[src/rtl/bmdma_pkg.sv]
package bmdma_pkg;
  localparam int unsigned OFF_CMD  = 0;
  localparam int unsigned OFF_STAT = 2;
  localparam int unsigned OFF_PTR  = 4;

  localparam int unsigned CMD_START = 0;
  localparam int unsigned CMD_DIR   = 3;

  localparam int unsigned ST_ACT  = 0;
  localparam int unsigned ST_ERR  = 1;
  localparam int unsigned ST_IRQ  = 2;
  localparam int unsigned ST_CAP0 = 5;
  localparam int unsigned ST_CAP1 = 6;
endpackage

[src/rtl/bmdma_cmd.sv]
module bmdma_cmd (
  input  logic clk_i,
  input  logic rst_ni,
  input  logic we_i,
  input  logic start_bit_i,
  input  logic dir_bit_i,
  output logic start_o,
  output logic dir_o,
  output logic rise_o,
  output logic fall_o
);
  logic start_q, dir_q;

  always_ff @(posedge clk_i or negedge rst_ni) begin
    if (!rst_ni) begin
      start_q <= 1'b0;
      dir_q   <= 1'b0;
    end else if (we_i) begin
      start_q <= start_bit_i;
      dir_q   <= dir_bit_i;
    end
  end

  assign start_o = start_q;
  assign dir_o   = dir_q;
  assign rise_o  = we_i &  start_bit_i & ~start_q;
  assign fall_o  = we_i & ~start_bit_i &  start_q;

  p_start_track_r2: assert property (@(posedge clk_i) disable iff (!rst_ni)
    we_i |=> (start_o == $past(start_bit_i)) && (dir_o == $past(dir_bit_i)));
  p_cmd_hold_r2: assert property (@(posedge clk_i) disable iff (!rst_ni)
    !we_i |=> $stable(start_o) && $stable(dir_o));
endmodule

[src/rtl/bmdma_status.sv]
module bmdma_status
  import bmdma_pkg::*;
(
  input  logic       clk_i,
  input  logic       rst_ni,
  input  logic       we_i,
  input  logic       err_clr_i,
  input  logic       irq_clr_i,
  input  logic [1:0] cap_i,
  input  logic       start_rise_i,
  input  logic       start_fall_i,
  input  logic       done_i,
  input  logic       err_i,
  input  logic       irq_ev_i,
  output logic [7:0] stat_o
);
  logic act_q, err_q, irq_q;
  logic [1:0] cap_q;

  always_ff @(posedge clk_i or negedge rst_ni) begin
    if (!rst_ni) begin
      act_q <= 1'b0;
      err_q <= 1'b0;
      irq_q <= 1'b0;
      cap_q <= 2'b00;
    end else begin
      // a fresh start outranks a stop condition in the same cycle
      if (start_rise_i)                          act_q <= 1'b1;
      else if (done_i || err_i || start_fall_i)  act_q <= 1'b0;
      // engine events outrank software clears
      if (err_i)                   err_q <= 1'b1;
      else if (we_i && err_clr_i)  err_q <= 1'b0;
      if (irq_ev_i)                irq_q <= 1'b1;
      else if (we_i && irq_clr_i)  irq_q <= 1'b0;
      if (we_i)                    cap_q <= cap_i;
    end
  end

  always_comb begin
    stat_o          = 8'h00;
    stat_o[ST_ACT]  = act_q;
    stat_o[ST_ERR]  = err_q;
    stat_o[ST_IRQ]  = irq_q;
    stat_o[ST_CAP0] = cap_q[0];
    stat_o[ST_CAP1] = cap_q[1];
  end

  p_act_set_r4: assert property (@(posedge clk_i) disable iff (!rst_ni)
    start_rise_i |=> stat_o[ST_ACT]);
  p_act_clr_r5: assert property (@(posedge clk_i) disable iff (!rst_ni)
    (done_i || err_i || start_fall_i) && !start_rise_i |=> !stat_o[ST_ACT]);
  p_err_set_r6: assert property (@(posedge clk_i) disable iff (!rst_ni)
    err_i |=> stat_o[ST_ERR]);
  p_err_w1c_r6: assert property (@(posedge clk_i) disable iff (!rst_ni)
    we_i && err_clr_i && !err_i |=> !stat_o[ST_ERR]);
  p_irq_wins_r8: assert property (@(posedge clk_i) disable iff (!rst_ni)
    irq_ev_i && we_i && irq_clr_i |=> stat_o[ST_IRQ]);
  p_cap_store_r9: assert property (@(posedge clk_i) disable iff (!rst_ni)
    we_i |=> {stat_o[ST_CAP1], stat_o[ST_CAP0]} == $past(cap_i));
endmodule

[src/rtl/bmdma_ptr.sv]
module bmdma_ptr #(
  parameter int unsigned PTR_W      = 32,
  parameter int unsigned ALIGN_BITS = 2,
  localparam int unsigned NB        = PTR_W / 8
) (
  input  logic             clk_i,
  input  logic             rst_ni,
  input  logic [NB-1:0]    sel_i,
  input  logic [7:0]       wdata_i,
  output logic [PTR_W-1:0] ptr_o
);
  localparam logic [7:0] LOW_MASK = 8'hFF << ALIGN_BITS;

  for (genvar b = 0; b < NB; b++) begin : g_byte
    localparam logic [7:0] MASK = (b == 0) ? LOW_MASK : 8'hFF;
    logic [7:0] byte_q;
    always_ff @(posedge clk_i or negedge rst_ni) begin
      if (!rst_ni)       byte_q <= 8'h00;
      else if (sel_i[b]) byte_q <= wdata_i & MASK;
    end
    assign ptr_o[b*8 +: 8] = byte_q;
  end

  p_ptr_hold_r10: assert property (@(posedge clk_i) disable iff (!rst_ni)
    !(|sel_i) |=> $stable(ptr_o));
  p_ptr_write_r10: assert property (@(posedge clk_i) disable iff (!rst_ni)
    sel_i[NB-1] |=> ptr_o[PTR_W-1 -: 8] == $past(wdata_i));
endmodule

[src/rtl/bmdma_regs.sv]
module bmdma_regs
  import bmdma_pkg::*;
#(
  parameter int unsigned ADDR_W     = 3,
  parameter int unsigned PTR_W      = 32,
  parameter int unsigned ALIGN_BITS = 2
) (
  input  logic              clk_i,
  input  logic              rst_ni,
  input  logic [ADDR_W-1:0] reg_addr_i,
  input  logic              reg_we_i,
  input  logic [7:0]        reg_wdata_i,
  output logic [7:0]        reg_rdata_o,
  input  logic              eng_done_i,
  input  logic              eng_err_i,
  input  logic              dev_irq_i,
  output logic              run_o,
  output logic              to_mem_o,
  output logic [PTR_W-1:0]  table_base_o,
  output logic              irq_o
);
  localparam int unsigned NB   = PTR_W / 8;
  localparam int unsigned PB_W = (NB > 1) ? $clog2(NB) : 1;

  logic cmd_we, stat_we, rise, fall;
  logic [NB-1:0] ptr_sel;
  logic [7:0] stat;

  assign cmd_we  = reg_we_i && (reg_addr_i == ADDR_W'(OFF_CMD));
  assign stat_we = reg_we_i && (reg_addr_i == ADDR_W'(OFF_STAT));

  for (genvar b = 0; b < NB; b++) begin : g_sel
    assign ptr_sel[b] = reg_we_i && (reg_addr_i == ADDR_W'(OFF_PTR + b));
  end

  bmdma_cmd u_cmd (
    .clk_i       (clk_i),
    .rst_ni      (rst_ni),
    .we_i        (cmd_we),
    .start_bit_i (reg_wdata_i[CMD_START]),
    .dir_bit_i   (reg_wdata_i[CMD_DIR]),
    .start_o     (run_o),
    .dir_o       (to_mem_o),
    .rise_o      (rise),
    .fall_o      (fall)
  );

  bmdma_status u_stat (
    .clk_i        (clk_i),
    .rst_ni       (rst_ni),
    .we_i         (stat_we),
    .err_clr_i    (reg_wdata_i[ST_ERR]),
    .irq_clr_i    (reg_wdata_i[ST_IRQ]),
    .cap_i        ({reg_wdata_i[ST_CAP1], reg_wdata_i[ST_CAP0]}),
    .start_rise_i (rise),
    .start_fall_i (fall),
    .done_i       (eng_done_i),
    .err_i        (eng_err_i),
    .irq_ev_i     (dev_irq_i),
    .stat_o       (stat)
  );

  bmdma_ptr #(.PTR_W(PTR_W), .ALIGN_BITS(ALIGN_BITS)) u_ptr (
    .clk_i   (clk_i),
    .rst_ni  (rst_ni),
    .sel_i   (ptr_sel),
    .wdata_i (reg_wdata_i),
    .ptr_o   (table_base_o)
  );

  assign irq_o = stat[ST_IRQ];

  logic [PB_W-1:0] pidx;
  assign pidx = PB_W'(reg_addr_i - ADDR_W'(OFF_PTR));

  always_comb begin
    reg_rdata_o = 8'h00;
    if (reg_addr_i == ADDR_W'(OFF_CMD)) begin
      reg_rdata_o[CMD_START] = run_o;
      reg_rdata_o[CMD_DIR]   = to_mem_o;
    end else if (reg_addr_i == ADDR_W'(OFF_STAT)) begin
      reg_rdata_o = stat;
    end else if (32'(reg_addr_i) >= OFF_PTR && 32'(reg_addr_i) < OFF_PTR + NB) begin
      reg_rdata_o = table_base_o[32'(pidx)*8 +: 8];
    end
  end

  p_irq_src_r7: assert property (@(posedge clk_i) disable iff (!rst_ni)
    $rose(irq_o) |-> $past(dev_irq_i));
  p_vendor_quiet_r3: assert property (@(posedge clk_i) disable iff (!rst_ni)
    reg_we_i && (reg_addr_i == ADDR_W'(1) || reg_addr_i == ADDR_W'(3))
      |=> $stable(run_o) && $stable(to_mem_o) && $stable(table_base_o) && $stable(stat));
endmodule

[config.mk]
export PLATFORM = sky130hd
export DESIGN_NAME = bmdma_regs
export DESIGN_NICKNAME = d
export VERILOG_FILES = /design/src/rtl/bmdma_pkg.sv /design/src/rtl/bmdma_cmd.sv /design/src/rtl/bmdma_status.sv /design/src/rtl/bmdma_ptr.sv /design/src/rtl/bmdma_regs.sv
export SDC_FILE = /design/constraint.sdc
export NUM_CORES = 1
export LEC_CHECK = 0
export CORE_ASPECT_RATIO = 1.4
export CORE_MARGIN = 2
export CORE_UTILIZATION = 35
export DETAILED_ROUTE_END_ITERATION = 10
export GPL_TIMING_DRIVEN = 0
export SYNTH_ARGS = -nofsm -noshare
export SYNTH_HDL_FRONTEND = slang
export SYNTH_SLANG_ARGS = --single-unit
[constraint.sdc]
create_clock -name clk_i -period 2.25 [get_ports clk_i]
set_input_delay 0.45 -clock clk_i [delete_from_list [all_inputs] [get_ports clk_i]]
set_output_delay 0.45 -clock clk_i [all_outputs]
set_load 0.01 [all_outputs]
==> impl_metrics.toml, run 1 <==
[timing]
post-route-min-period_ns = 2.19
hold_slack_ns = 0.266
fin_skew_ns = 0.00000430
max_freq_mhz = 457
worstMarginPinSlew_ns = 0.829
setup_viol = 0
rsz0062_at_grt = "yes"
finalHoldViolCount = 0
drv_slew = 0
finalCritPeriodShare_pct = 97.3
slew_headroom_pct = 44.7

[clocking]
cts-root-buf = "clkbuf_8"
cts_tree = "done"
numCtsBuffers = 5
htreeDepth = 2
clock-sinks = 37
path_clk_slew_ns = 0.07
clock_latency_ns = 0.28
cts_buffer_depth = 2

[yosys]
synth_top_area_share_pct = 50.9
yosys.area.top_type = "dfrtp_1"
syn_avg_cell_area_sq_um = 14.1
synth_top_family_by_area = "multiplexers"
synthCells = 129
yosysWarnings = 0
yosysUniqueCellTypes = 33
synth_adder_area_share_pct = 0
yosys.area_share.simple_pct = 9.76
synth-seq-cells = 37
synth-xor-area-share_pct = 0
postSynth.asyncResetShare_pct = 100
synth-edff-count = 0
synth_compound_area_share_pct = 6.32
synthTopCellsByArea = "dfrtp_1 (51%), mux2_2 (24%), mux2i_1 (3.8%)"
ys.flop_type = "dfrtp_1"
muxShareOfSynthArea_pct = 29.8
seq_area_frac_synth_pct = 50.9
netlist_area_sq_mm = 0.00182

[global_routing]
grtUsageMet3_pct = 3.90
grt_max_degree = 38
overflow = 0
met1_usage_pct = 20.5
busiest_layer = "met2"
grt_pass1_vias = 1364
antenna_found_initial = 0
use_met2_pct = 30.3
grt_pass1_wl_um = 7290
track_usage_pct = 17.1

[die]
rows = 31
dieArea_sq_mm = 0.00580
core_area_sq_mm = 0.00508
ios = 60
die_w_um = 65.0
die_y_um = 89.3
start_util_pct = 35.8

[layout]
syn2layout_area_growth_pct = 44.1
fin_nets = 215
final_cells = 265
num-fill-cells = 460
drive_gt1_share_pct = 37.7
utilization_pct = 51.6
final_common_cell = "clkdlybuf4s50_1"
final_cell_mix = "clkdlybuf4s50_1 (44), mux2_2 (38), dfrtp_1 (37)"
multi_input_area_sq_um = 843
antennaDiodeCount = 0
ff_latch_area_sq_um = 926

[placed_design]
dp_hpwl_um = 3270
routabilityCongestion = 0.722
io_buffer_count = 55
place_inst = 251

[run]
maxCapViolations = 0

[worst_setup_path]
path_max_fanout = 5
r2r_cells = 3
slowest_stage = "o32a_1"
path_cells = "dlygate4sd2_1 -> buf_6 -> buf_4 -> mux2i_1 -> o32a_1 -> o21ai_0 -> clkdlybuf4s15_1"
cp-end-kind = "output pin"
crit_type = "in2out"
worstPathRequired_ns = 1.80
cp.arrival_ns = 1.74
start_kind = "primary input"
max_stage_delay_ns = 0.29

[routing]
via_per_inst = 5.05
drt_first_iter_violations = 61
routed_wl_um = 4650
drc_errors = 0
firstDrtPassIters = 4
vias = 1339
final_antenna_net_count = 0
wl_per_cell_um = 17.5

[status]
status = "finished clean"

[power]
p_per_area_mw_per_mm2 = 802
power_leakage_nw = 1.15
peakVddDrop_uv = 343
power_mw = 2.10

[hold_path]
worst_hold_path_type = "in2async"
synthesized netlist by cell type, drive strengths merged, types with 2 or more instances:
cell and number:
mux2 38, o21ai 2, nor2b 2, mux4 2
a21o 2, a221o 2, mux2i 7, dfrtp 37
and2 2, nor2 3, nand2 5, nand3 2
buf 8
where the power goes:
part	internal [mW]	total, mW	switching [mW]
sequential	0.802	0.904	0.102
combinational	0.440	0.695	0.255
clock	0.277	0.504	0.227
final cells by class:
cell class | count | share of cell area (%)
repair buffers | 61 | 22.5
plain buffers | 8 | 3.05
multi-input cells | 85 | 32.1
clock inverters | 1 | 0.191
flip-flops and latches | 37 | 35.3
well taps | 66 | 3.15
clock buffers | 7 | 3.67
metal layers:
metal  share of wire (%)  vias to the layer above
met5                   0                        -
met4                 1.6                        0
li1                    -                      615
met2                  54                       34
met3                 3.9                        7
met1                  40                      683
critical path: cells and delay by family:
kind	cells	cell delay (ns)
buffers and inverters	4	0.81
AO/OA/AOI/OAI	2	0.38
multiplexers	1	0.11
cells by family after synthesis:
group           Yosys count
mux                      47
flops                    37
simple gates             22
other cells               1
compound gates           14
buf+inv                   8
stage by stage:
stage               cell area (sq um)  worst slack (ns)  setup TNS (ns)
floorplan                        1820             0.393               0
detailed placement               2450            -0.589           -4.13
global route                     2620           -0.0194         -0.0194
global placement                 2460            -0.568           -8.12
finish                           2620            0.0608               0
CTS                              2620           0.00827               0
sequential cells by signal (all words and copies together) (netlist names):
signal and cells:
u_stat.act_q 1, u_ptr.g_byte.byte_q 30, u_stat.err_q 1, u_cmd.dir_o 1
u_cmd.start_o 1, u_stat.cap_q 2, u_stat.irq_q 1
repair_timing:
action,4_1_cts,5_1_grt
hold buffers,0,0
resized for setup,25,7
endpoints found under the setup margin,8,6
gates cloned,2,0
buffers inserted,4,0
worst paths after layout:
path	from	end	slack [ns]
worst max-delay path	reg_addr_i[2]	reg_rdata_o[3]	0.06
worst min-delay path	rst_ni	u_ptr.g_byte[0].byte_q[7]$_DFFE_PN0P_	0.27
worst max register to register	u_stat.act_q$_DFFE_PN0P_	u_stat.act_q$_DFFE_PN0P_	1.21
worst min register to register	u_stat.err_q$_DFFE_PN0P_	u_stat.err_q$_DFFE_PN0P_	0.49
max in group asynchronous	rst_ni	u_ptr.g_byte[0].byte_q[4]$_DFFE_PN0P_	1.47
min in group clk_i	u_stat.err_q$_DFFE_PN0P_	u_stat.err_q$_DFFE_PN0P_	0.49
Power figures use the tool's default switching activity.
==> run 2: changes to the inputs <==
--- a/config.mk
+++ b/config.mk
@@ -8,6 +8,7 @@
 export CORE_ASPECT_RATIO = 1.4
 export CORE_MARGIN = 2
 export CORE_UTILIZATION = 35
+export CTS_CLUSTER_SIZE = 40
 export DETAILED_ROUTE_END_ITERATION = 10
 export GPL_TIMING_DRIVEN = 0
 export SYNTH_ARGS = -nofsm -noshare
==> results of run 2 <==
Final layout, timing and power as in run 1 (identical DEF).
